$ cat src/rtl/ee_img_pkg.sv
// Package: shared constants and the sequencer state type for the image loader.
// Assumes a 16-bit word image; other modules take these as parameter defaults.
package ee_img_pkg;
    localparam int          IMG_DW     = 16;
    localparam int          IMG_WORDS  = 64;
    localparam logic [15:0] IMG_TARGET = 16'hBABA;
    localparam logic [15:0] IMG_SMASK  = 16'hC000;
    localparam logic [15:0] IMG_SGOOD  = 16'h4000;
    localparam logic [15:0] IMG_SCLR   = 16'h0000;

    typedef enum logic [2:0] {
        ST_IDLE,
        ST_READ,
        ST_EVAL,
        ST_WRITE,
        ST_RESP
    } ldr_state_e;
endpackage

$ cat src/rtl/ee_sum_acc.sv
// Module: running wraparound sum of words fetched from the EEPROM.
// Assumes clr and add are never high together; clr wins if they are.
module ee_sum_acc #(
    parameter int DW = 16
) (
    input  logic          clk,
    input  logic          rst_n,
    input  logic          clr,
    input  logic          add,
    input  logic [DW-1:0] val,
    output logic [DW-1:0] sum
);
    // Accumulate modulo 2^DW; cleared at the start of each pass.
    always_ff @(posedge clk) begin
        if (!rst_n || clr) sum <= '0;
        else if (add)      sum <= sum + val;
    end

    // a cleared accumulator starts the next pass from zero
    p_sum_clear_r3: assert property (@(posedge clk) disable iff (!rst_n)
        clr |=> (sum == '0));
endmodule

$ cat src/rtl/ee_shadow_rf.sv
// Module: shadow copy of the EEPROM image with a signature check on word 0.
// Assumes SIG_CLEAR does not match SIG_VALID under SIG_MASK.
module ee_shadow_rf #(
    parameter int          DW        = 16,
    parameter int          WORDS     = 64,
    parameter logic [DW-1:0] SIG_MASK  = 16'hC000,
    parameter logic [DW-1:0] SIG_VALID = 16'h4000,
    parameter logic [DW-1:0] SIG_CLEAR = 16'h0000,
    localparam int         AW        = $clog2(WORDS)
) (
    input  logic          clk,
    input  logic          rst_n,
    input  logic          we,
    input  logic [AW-1:0] waddr,
    input  logic [DW-1:0] wdata,
    input  logic          clr0,
    input  logic [AW-1:0] raddr,
    output logic [DW-1:0] rdata,
    output logic          sig_ok
);
    logic [DW-1:0] words [WORDS];

    for (genvar g = 0; g < WORDS; g++) begin : g_word
        // One storage word; word 0 may also be forced to the cleared value.
        always_ff @(posedge clk) begin
            if (!rst_n)                                 words[g] <= '0;
            else if ((g == 0) && clr0)                  words[g] <= SIG_CLEAR;
            else if (we && (waddr == AW'(g)))           words[g] <= wdata;
        end
    end

    // Read port and trust flag.
    always_comb begin
        rdata  = words[raddr];
        sig_ok = ((words[0] & SIG_MASK) == SIG_VALID);
    end

    // clearing word 0 leaves the cache untrusted
    p_clear0_r4: assert property (@(posedge clk) disable iff (!rst_n)
        clr0 |=> !sig_ok);
endmodule

$ cat src/rtl/ee_image_loader.sv
// Module: loads the EEPROM image into a shadow copy, checks sum and signature,
// serves lookups, and writes single words or a fresh checksum word.
// Assumes the master holds mem_ack high for one cycle per access.
module ee_image_loader
    import ee_img_pkg::*;
#(
    parameter int            DW         = IMG_DW,
    parameter int            WORDS      = IMG_WORDS,
    parameter logic [DW-1:0] SUM_TARGET = IMG_TARGET,
    parameter logic [DW-1:0] SIG_MASK   = IMG_SMASK,
    parameter logic [DW-1:0] SIG_VALID  = IMG_SGOOD,
    parameter logic [DW-1:0] SIG_CLEAR  = IMG_SCLR,
    localparam int           AW         = $clog2(WORDS),
    localparam int           IW         = AW + 1
) (
    input  logic          clk,
    input  logic          rst_n,
    input  logic          load_req,
    input  logic          upd_req,
    input  logic          wr_req,
    input  logic [AW-1:0] wr_addr,
    input  logic [DW-1:0] wr_data,
    input  logic          lk_req,
    input  logic [IW-1:0] lk_idx,
    output logic          ready,
    output logic          lk_rsp_valid,
    output logic [DW-1:0] lk_rsp_data,
    output logic          load_done,
    output logic          img_valid,
    output logic          csum_err,
    output logic          mem_req,
    output logic          mem_we,
    output logic [AW-1:0] mem_addr,
    output logic [DW-1:0] mem_wdata,
    input  logic          mem_ack,
    input  logic [DW-1:0] mem_rdata
);
    localparam logic [AW-1:0] LAST_LOAD = AW'(WORDS - 1);
    localparam logic [AW-1:0] LAST_UPD  = AW'(WORDS - 2);

    ldr_state_e    st;
    logic [AW-1:0] cnt;
    logic          mode_load;
    logic          lk_pend;
    logic          boot;
    logic [AW-1:0] lk_idx_q;
    logic [AW-1:0] wa_q;
    logic [DW-1:0] wbuf;
    logic [DW-1:0] sum_q;
    logic [DW-1:0] sh_rdata;
    logic          sig_ok;
    logic          idle_go, go_load, go_upd, go_wr, go_lk;
    logic          lk_in_range, lk_miss, start_rd;
    logic          sum_clr, sum_add, sh_we, sh_clr0;
    logic [AW-1:0] sh_raddr, last_idx;
    logic [DW-1:0] upd_sum;

    // Request decode and datapath controls for the current state.
    always_comb begin
        idle_go     = (st == ST_IDLE);
        go_load     = idle_go && (boot || load_req);
        go_upd      = idle_go && !go_load && upd_req;
        go_wr       = idle_go && !go_load && !upd_req && wr_req;
        go_lk       = idle_go && !go_load && !upd_req && !wr_req && lk_req;
        lk_in_range = (lk_idx < IW'(WORDS));
        lk_miss     = go_lk && lk_in_range && !sig_ok;
        start_rd    = go_load || go_upd || lk_miss;
        sum_clr     = start_rd;
        sum_add     = (st == ST_READ) && mem_ack;
        sh_we       = (st == ST_READ) && mem_ack && mode_load;
        sh_clr0     = ((st == ST_EVAL) && (sum_q != SUM_TARGET)) ||
                      ((st == ST_WRITE) && mem_ack);
        sh_raddr    = (st == ST_RESP) ? lk_idx_q : lk_idx[AW-1:0];
        last_idx    = mode_load ? LAST_LOAD : LAST_UPD;
        upd_sum     = sum_q + mem_rdata;
        mem_req     = (st == ST_READ) || (st == ST_WRITE);
        mem_we      = (st == ST_WRITE);
        mem_addr    = (st == ST_WRITE) ? wa_q : cnt;
        mem_wdata   = wbuf;
        ready       = idle_go && !boot;
        img_valid   = sig_ok;
    end

    // Sequencer: load, update, write and lookup flows.
    always_ff @(posedge clk) begin
        if (!rst_n) begin
            st           <= ST_IDLE;
            cnt          <= '0;
            mode_load    <= 1'b1;
            lk_pend      <= 1'b0;
            boot         <= 1'b1;
            lk_idx_q     <= '0;
            wa_q         <= '0;
            wbuf         <= '0;
            lk_rsp_valid <= 1'b0;
            lk_rsp_data  <= '0;
            load_done    <= 1'b0;
            csum_err     <= 1'b0;
        end else begin
            lk_rsp_valid <= 1'b0;
            load_done    <= 1'b0;
            case (st)
                ST_IDLE: begin
                    if (start_rd) begin
                        st        <= ST_READ;
                        cnt       <= '0;
                        mode_load <= !go_upd;
                        lk_pend   <= lk_miss;
                        lk_idx_q  <= lk_idx[AW-1:0];
                        boot      <= 1'b0;
                    end else if (go_wr) begin
                        st   <= ST_WRITE;
                        wa_q <= wr_addr;
                        wbuf <= wr_data;
                    end else if (go_lk) begin
                        lk_rsp_valid <= 1'b1;
                        lk_rsp_data  <= lk_in_range ? sh_rdata : '0;
                    end
                end
                ST_READ: begin
                    if (mem_ack) begin
                        if (cnt == last_idx) begin
                            if (mode_load) begin
                                st <= ST_EVAL;
                            end else begin
                                st   <= ST_WRITE;
                                wa_q <= LAST_LOAD;
                                wbuf <= SUM_TARGET - upd_sum;
                            end
                        end else begin
                            cnt <= cnt + 1'b1;
                        end
                    end
                end
                ST_EVAL: begin
                    csum_err  <= (sum_q != SUM_TARGET);
                    load_done <= 1'b1;
                    st        <= lk_pend ? ST_RESP : ST_IDLE;
                end
                ST_WRITE: begin
                    if (mem_ack) st <= ST_IDLE;
                end
                ST_RESP: begin
                    lk_rsp_valid <= 1'b1;
                    lk_rsp_data  <= sig_ok ? sh_rdata : '0;
                    lk_pend      <= 1'b0;
                    st           <= ST_IDLE;
                end
                default: st <= ST_IDLE;
            endcase
        end
    end

    ee_sum_acc #(.DW(DW)) u_sum (
        .clk   (clk),
        .rst_n (rst_n),
        .clr   (sum_clr),
        .add   (sum_add),
        .val   (mem_rdata),
        .sum   (sum_q)
    );

    ee_shadow_rf #(
        .DW        (DW),
        .WORDS     (WORDS),
        .SIG_MASK  (SIG_MASK),
        .SIG_VALID (SIG_VALID),
        .SIG_CLEAR (SIG_CLEAR)
    ) u_shadow (
        .clk    (clk),
        .rst_n  (rst_n),
        .we     (sh_we),
        .waddr  (cnt),
        .wdata  (mem_rdata),
        .clr0   (sh_clr0),
        .raddr  (sh_raddr),
        .rdata  (sh_rdata),
        .sig_ok (sig_ok)
    );

    // an unacknowledged access keeps its request and fields steady
    p_hold_r2: assert property (@(posedge clk) disable iff (!rst_n)
        (mem_req && !mem_ack) |=> (mem_req && $stable(mem_addr) &&
                                   $stable(mem_we) && $stable(mem_wdata)));

    // a load that ends with a bad sum never reports a trusted image
    p_bad_sum_r4: assert property (@(posedge clk) disable iff (!rst_n)
        (load_done && csum_err) |-> !img_valid);

    // out-of-range lookups answer zero on the next cycle
    p_range_r6: assert property (@(posedge clk) disable iff (!rst_n)
        (ready && lk_req && !load_req && !upd_req && !wr_req &&
         (lk_idx >= IW'(WORDS))) |=> (lk_rsp_valid && (lk_rsp_data == '0)));

    // an answer given while untrusted is zero
    p_zero_invalid_r7: assert property (@(posedge clk) disable iff (!rst_n)
        (lk_rsp_valid && !img_valid) |-> (lk_rsp_data == '0));

    // a completed write access leaves the cache untrusted
    p_write_inval_r9: assert property (@(posedge clk) disable iff (!rst_n)
        (mem_req && mem_we && mem_ack) |=> !img_valid);
endmodule

$ cat config.mk
export PLATFORM = sky130hd
export DESIGN_NAME = ee_image_loader
export DESIGN_NICKNAME = d
export VERILOG_FILES = /design/src/rtl/ee_img_pkg.sv /design/src/rtl/ee_sum_acc.sv /design/src/rtl/ee_shadow_rf.sv /design/src/rtl/ee_image_loader.sv
export SDC_FILE = /design/constraint.sdc
export NUM_CORES = 2
export LEC_CHECK = 0
export CAP_MARGIN = 0
export CORE_MARGIN = 3
export CORE_UTILIZATION = 40
export DETAILED_ROUTE_END_ITERATION = 7
export GPL_TIMING_DRIVEN = 1
export SYNTH_ARGS = -nofsm -noshare
export SYNTH_HDL_FRONTEND = slang
export SYNTH_SLANG_ARGS = --single-unit
$ cat constraint.sdc
create_clock -name clk -period 7.55 [get_ports clk]
set_input_delay 1.1325 -clock clk [delete_from_list [all_inputs] [get_ports clk]]
set_output_delay 1.1325 -clock clk [all_outputs]
set_load 0.005 [all_outputs]
### Word level (Yosys, flattened, before mapping)

Memories as Yosys holds them, arrays and structs flattened.
Cells that the tools add are included.

* memories kept: 1
* memory bits (writable): 1024
* output and inout port bits: 45
* flip-flop bits (word level): 75
* input port bits: 52

* bitwise gates (word level): 65
* reductions and logical operators: 101
* equality and inequality tests: 81
* mux-type cells: 302
* $add $sub $neg: 3
* $lt $le $gt $ge: 1

Memory list
* u_shadow.words: words 64, width 16, rd ports 2, clocked after Yosys merged registers in 0, write ports 64, line ee_shadow_rf.sv:21 `logic [DW-1:0] words [WORDS];`

Operator list (count)
* $mux W16: 75
* $mux W1: 204
* $eq A6 B6 Y1 const B: 32
* $eq A6 B5 Y1 const B: 16
* $logic_and A1 B1 Y1: 78
* $or A1 B1 Y1: 65
* $pmux W16 S2: 2
* $mux W6: 10
* $eq A6 B4 Y1 const B: 8
* $eq A6 B3 Y1 const B: 4
* $pmux W6 S2: 2
* $mux W3: 6
* $add A16 B16 Y16: 1
* $ne A16 B16 Y1 const B: 1
* $sub A16 B16 Y16 const A: 1
* $eq A6 B2 Y1 const B: 2
* $pmux W3 S4: 1
* $reduce_and A4 Y1: 3
* $ne A2 B1 Y1 const B: 5
* $ne A2 B2 Y1 const B: 5
* $logic_not A1 Y1: 7
* $lt A7 B7 Y1 const B: 1
* $add A6 B1 Y6 const B: 1
* $eq A3 B2 Y1 const B: 2
* other kinds (13): 21

### Logic depth before layout (Yosys ltp)

* word-level depth: 12
* mapped depth: 14

### Cells and area by module

Synthesis repeated with hierarchy kept, for this count alone.

* cells, all modules: 3757
* area total of the unflattened synthesis: 52298.9 µm²

Modules (own cells, without submodules)
* ee_shadow_rf: seq. area each 30749.5 µm², cells an instance 3103, area an instance 46995.1 µm², times used 1
* ee_image_loader: seq. area each 1181.1 µm², cells an instance 478, area an instance 3862.5 µm², times used 1
* ee_sum_acc: seq. area each 320.3 µm², cells an instance 176, area an instance 1441.4 µm², times used 1

### Worst setup path after synthesis

OpenSTA, ideal clock, no wires.

* kind: input to register
* start point: input port mem_rdata[1]
* end point: register wbuf[13] (netlist: mem_wdata[13])
* stages: 11
* buffers on the path: 1
* data required time: 7.476 ns
* setup slack: 3.808 ns
* arrival time: 3.668 ns
* path through: inv_1 > clkbuf_1 > fa_1 > xnor2_1 > a21o_1 > nor3b_1 > a32oi_1 > o211ai_1 > a21oi_1 > or4_1 > a31oi_1

* cells in the longest elaborated chain, start to end: 6

Ends and longest elaborated chain
* start: declaration: line ee_image_loader.sv:36 `input logic [DW-1:0] mem_rdata`
* $add A16 B16 Y16: line ee_image_loader.sv:75 `upd_sum = sum_q + mem_rdata;`
* $sub A16 B16 Y16: line ee_image_loader.sv:128 `wbuf <= SUM_TARGET - upd_sum;`
* $mux W16: line ee_image_loader.sv:123 `if (mode_load) begin`
* $mux W16: line ee_image_loader.sv:122 `if (cnt == last_idx) begin`
* $mux W16: line ee_image_loader.sv:121 `if (mem_ack) begin`
* $pmux W16 S2: line ee_image_loader.sv:102 `case (st)`
* end signal: assignment: line ee_image_loader.sv:114 `wbuf <= wr_data;`
* end signal: assignment: line ee_image_loader.sv:128
* end: declaration: line ee_image_loader.sv:48 `logic [DW-1:0] wbuf;`

No other way between the ends. The select of a mux whose other input is x is not followed.
A chain may end at the register's enable or synchronous reset.

### Worst setup path after layout

* start point: register st[2]
* end point: register lk_rsp_data[4]

* cells in the longest elaborated chain, start to end: 12

Ends and longest elaborated chain
* start: declaration: line ee_image_loader.sv:41 `ldr_state_e st;`
* start signal: assignment: line ee_image_loader.sv:138 `st <= lk_pend ? ST_RESP : ST_IDLE;`
* parallel branches: the longest is 12 deep, another holds $mem_v2 Z64 W16
* end signal: assignment: line ee_image_loader.sv:117 `lk_rsp_data <= lk_in_range ? sh_rdata : '0;`
* end signal: assignment: line ee_image_loader.sv:145 `lk_rsp_data <= sig_ok ? sh_rdata : '0;`
* end: declaration: line ee_image_loader.sv:27 `output logic [DW-1:0] lk_rsp_data,`

Several ways; the timed one is not identified. The select of a mux whose other input is x is not followed.

==> impl_metrics.env <==
export IMPL_wire_per_inst_microns=26.3
export IMPL_chip_width_microns=364
export IMPL_number_of_post_cts_setup_repair_buffers=0
export IMPL_grt_ovfl_total=0
export IMPL_grt_pass1_wl_microns=209000
export IMPL_cts_made_buffers=115
export IMPL_ctsHtreeMaxLevel=3
export IMPL_tns_ps=0
export IMPL_initial_utilization=0.406
export IMPL_critPathMaxStageDelay_ps=1240
export IMPL_fmax_mhz=183
export IMPL_drtIter0Drc=3232
export IMPL_die_area_sq_um=133000
export IMPL_cts_root_buf="clkbuf_16"
export IMPL_outcome="finished clean"
export IMPL_timing_critical_path_cells="nor3b_4 > mux2i_4 > buf_4 > mux4_2 > nor2b_1 > a211oi_1 > a21oi_1 > a2111oi_0 > o21ai_1 > o31a_1"
export IMPL_r2r_setup_slack_ps=2090
export IMPL_timing_final_ws_setup_ps=2090
export IMPL_setup_viol=0
export IMPL_gpl_final_weighted_congestion=0.858
export IMPL_path_depth=10
export IMPL_first_global_vias=30200
export IMPL_final_max_slew_violation_count=0
export IMPL_yosysUniqueCellTypes=64
export IMPL_yosys_most_used_dff="edfxtp_1"
export IMPL_cp_data_required_time_ps=8150
export IMPL_detail_route_drc_violations=0
export IMPL_critical_path_slowest_cell="a2111oi_0"
export IMPL_syn_to_final_growth_pct=12.3
export IMPL_detailed_placement_wirelength_estimate_microns=86400
export IMPL_comb_power_share=0.088
export IMPL_slew_limit_headroom=0.0381
export IMPL_sink_count_of_the_clock_tree=1099
export IMPL_ir_drop_uv=177
export IMPL_yosys_warnings=0
export IMPL_layout_nets=3723
export IMPL_synth_nets=3706
export IMPL_mappedNetlistArea_sq_um=51300
export IMPL_synth_edff_count=1024
export IMPL_preCtsSetupSlack_ps=1970
export IMPL_fin_worst_skew_ps=27.2
export IMPL_drtAntennaViolNets=0
export IMPL_chipHeight_microns=364
export IMPL_worst_r2r_endpoint="lk_rsp_data[4]"
export IMPL_worstRegToRegCells=10
export IMPL_via_count=30100
export IMPL_io_pin_count=97
export IMPL_stdcell_count=5403
export IMPL_cts_hold_fix_buffers=0
export IMPL_critical_path_endpoint="lk_rsp_data[4]"
export IMPL_worst_setup_path_startpoint="st[2]"
export IMPL_placed_cells=5183
export IMPL_drt_first_pass_iters=7
export IMPL_timing_critical_path_max_delay_family="compound AO/OA/AOI/OAI gates"
export IMPL_clock_period_minus_final_worst_setup_slack_ps=5460
export IMPL_clock_power_share=0.400
export IMPL_clk_pin_slew_ps=60
export IMPL_final_hold_fails=0
export IMPL_power_sequential_fraction=0.511
export IMPL_post_cts_resized=0
export IMPL_cts_tree="built"
export IMPL_worst_margin_pin_slew_ps=1410
export IMPL_std_cell_rows=130
export IMPL_cellInternalPower_w=0.0105
export IMPL_layout_drive_gt1_share=0.163
export IMPL_place_port_buffers=96
export IMPL_critPathCaptureType="register"
export IMPL_clock_insertion_delay_worst_skew_ps=710
export IMPL_finalWirelength_microns=142000
export IMPL_grt_total_usage=0.214
export IMPL_grt_start_max_net_pins=70
export IMPL_crit_path_start_kind="register"
export IMPL_antenna_found_initial=7
export IMPL_final_core_utilization=0.456
export IMPL_worstPathMaxFanout=19
export IMPL_critical_path_class="register to register"
export IMPL_timing_rr_start="st[2]"
export IMPL_core_area_sq_um=127000
export IMPL_layout_worst_path_cycle_share=0.723
export IMPL_rsz_0062_raised_after_global_routing="false"
export IMPL_leak_pwr_nw=20.0
export IMPL_cp_buffers_inverters=1
export IMPL_switching_share=0.238
export IMPL_power_net_switching_w=0.00327
export IMPL_synthesis_area_per_instance_sq_um=14.1
export IMPL_ys_seq_elements=1099
export IMPL_power_per_cell_area_nw_per_um2=238
export IMPL_timing_critical_path_arrival_ps=6060
export IMPL_routed_via_count_divided_by_cell_count=5.58
export IMPL_yosysSeqAreaShare=0.628
export IMPL_finalHoldWorstSlack_ps=458
export IMPL_synthArstFlopShare=0
export IMPL_synth_cells=3633
export IMPL_maximum_clock_path_buffer_count=3
export IMPL_min_delay_path_class="register to register"
export IMPL_drv_max_cap_violation_count=0
## how the worst min path moves through the flow
stage | from | endpoint | depth (start not counted)
floorplan | lk_pend | lk_pend | 2
global placement | lk_pend | lk_pend | 2
detailed placement | lk_pend | lk_pend | 2
finish | lk_pend | lk_pend | 2
global route | mem_wdata[9] | mem_wdata[9] | 2
CTS | lk_pend | lk_pend | 2
## per-layer routing
| layer | global-route usage | part of all wire | up-vias |
|---|---|---|---|
| li1 | - | - | 13400 |
| met3 | 0.0397 | 0.077 | 207 |
| met5 | 0 | 0.00014 | - |
| met1 | 0.305 | 0.43 | 15400 |
| met4 | 0.0653 | 0.032 | 2 |
| met2 | 0.334 | 0.46 | 1170 |
## cell families after synthesis
family,Yosys count,share of synthesized area
AND/OR/NAND/NOR,1456,0.161
flip-flops,1099,0.628
buffers and inverters,353,0.0299
AO/OA/AOI/OAI,350,0.0444
multiplexers,324,0.126
XOR/XNOR,30,0.00512
adder cells (fa/ha/maj),21,0.00526
## worst min-delay path, cell delays in order (launching register included)
cell and delay (ps):
dfxtp_1 320, a21oi_1 40, nor2_1 70
## cell usage in the layout (no fill, tap or decap), types with 8 or more instances in the layout
| cell type | instances |
|---|---|
| edfxtp_1 | 1024 |
| xor2_1 | 10 |
| clkbuf_1 | 27 |
| o31a_1 | 15 |
| and2_1 | 966 |
| clkdlybuf4s50_1 | 80 |
| or2_2 | 8 |
| mux4_2 | 256 |
| nor2b_1 | 46 |
| a21oi_1 | 97 |
| buf_12 | 8 |
| nor3_1 | 73 |
| a211oi_1 | 46 |
| o211ai_1 | 26 |
| or3_1 | 11 |
| buf_4 | 135 |
| a2111oi_0 | 14 |
| o21ai_1 | 72 |
| o21ai_0 | 15 |
| buf_2 | 16 |
| dfxtp_1 | 75 |
| nand3_1 | 15 |
| o211a_1 | 12 |
| a211oi_2 | 9 |
| clkinv_2 | 18 |
| nor2_1 | 107 |
| inv_1 | 13 |
| nand2_1 | 195 |
| clkinv_1 | 36 |
| clkbuf_16 | 116 |
| mux2i_1 | 56 |
| ha_1 | 20 |
| xnor2_1 | 20 |
## stage by stage
| step | area, sq um | power (W) |
|---|---|---|
| 2_1_floorplan | 51300 | 0.00788 |
| 3_3_place_gp | 54100 | 0.00836 |
| 3_5_place_dp | 54100 | 0.00837 |
| 4_1_cts | 57700 | 0.0138 |
| 5_1_grt | 57700 | 0.0142 |
| 6_report | 57700 | 0.0138 |
## power by group through the flow
| stage | Combinational, W | Clock (W) | Sequential, W |
|---|---|---|---|
| global route | 0.00129 | 0.00581 | 0.00706 |
| finish | 0.00121 | 0.00551 | 0.00703 |
| detailed placement | 0.00121 | 0 | 0.00716 |
| floorplan | 0.000765 | 0 | 0.00712 |
| global placement | 0.00121 | 0 | 0.00715 |
| CTS | 0.00122 | 0.00558 | 0.00703 |
## cells in the mapped netlist (14+ instances only)
cell | number | share of area
edfxtp_1 | 1024 | 0.60
and2_1 | 966 | 0.12
mux4_2 | 256 | 0.11
clkbuf_1 | 254 | 0.019
nand2_1 | 195 | 0.014
nor2_1 | 107 | 0.0078
a21oi_1 | 97 | 0.0095
o21ai_0 | 79 | 0.0077
dfxtp_1 | 75 | 0.029
nor3_1 | 74 | 0.0072
mux2i_1 | 60 | 0.012
a211oi_1 | 46 | 0.0067
nor2b_1 | 46 | 0.0056
buf_2 | 40 | 0.0039
o211ai_1 | 26 | 0.0038
buf_1 | 20 | 0.0015
ha_1 | 20 | 0.0049
xnor2_1 | 20 | 0.0034
buf_6 | 17 | 0.0037
a2111oi_0 | 15 | 0.0026
nand3_1 | 15 | 0.0015
o21ai_1 | 15 | 0.0015
o31a_1 | 15 | 0.0026
inv_1 | 14 | 0.0010
## final cells by class
class / instances / area (sq um)
Antenna cell: 3 / 7.51
Clock inverter: 70 / 529
Inverter: 14 / 52.6
Clock buffer: 147 / 3060
Timing Repair Buffer: 239 / 2050
Fill cell: 11100 / 68900
Multi-Input combinational cell: 2181 / 17700
Tap cell: 1650 / 2060
Sequential cell: 1099 / 32300
## sequential cells by signal, indices dropped and copies added, names as in the netlist, 3 cells and up
register        flops
lk_rsp_data        16
wa_q                6
lk_idx_q            6
st                  3
u_sum.sum          16
cnt                 6
u_shadow.words   1024
mem_wdata          16
(Power assumes the default switching activity.)
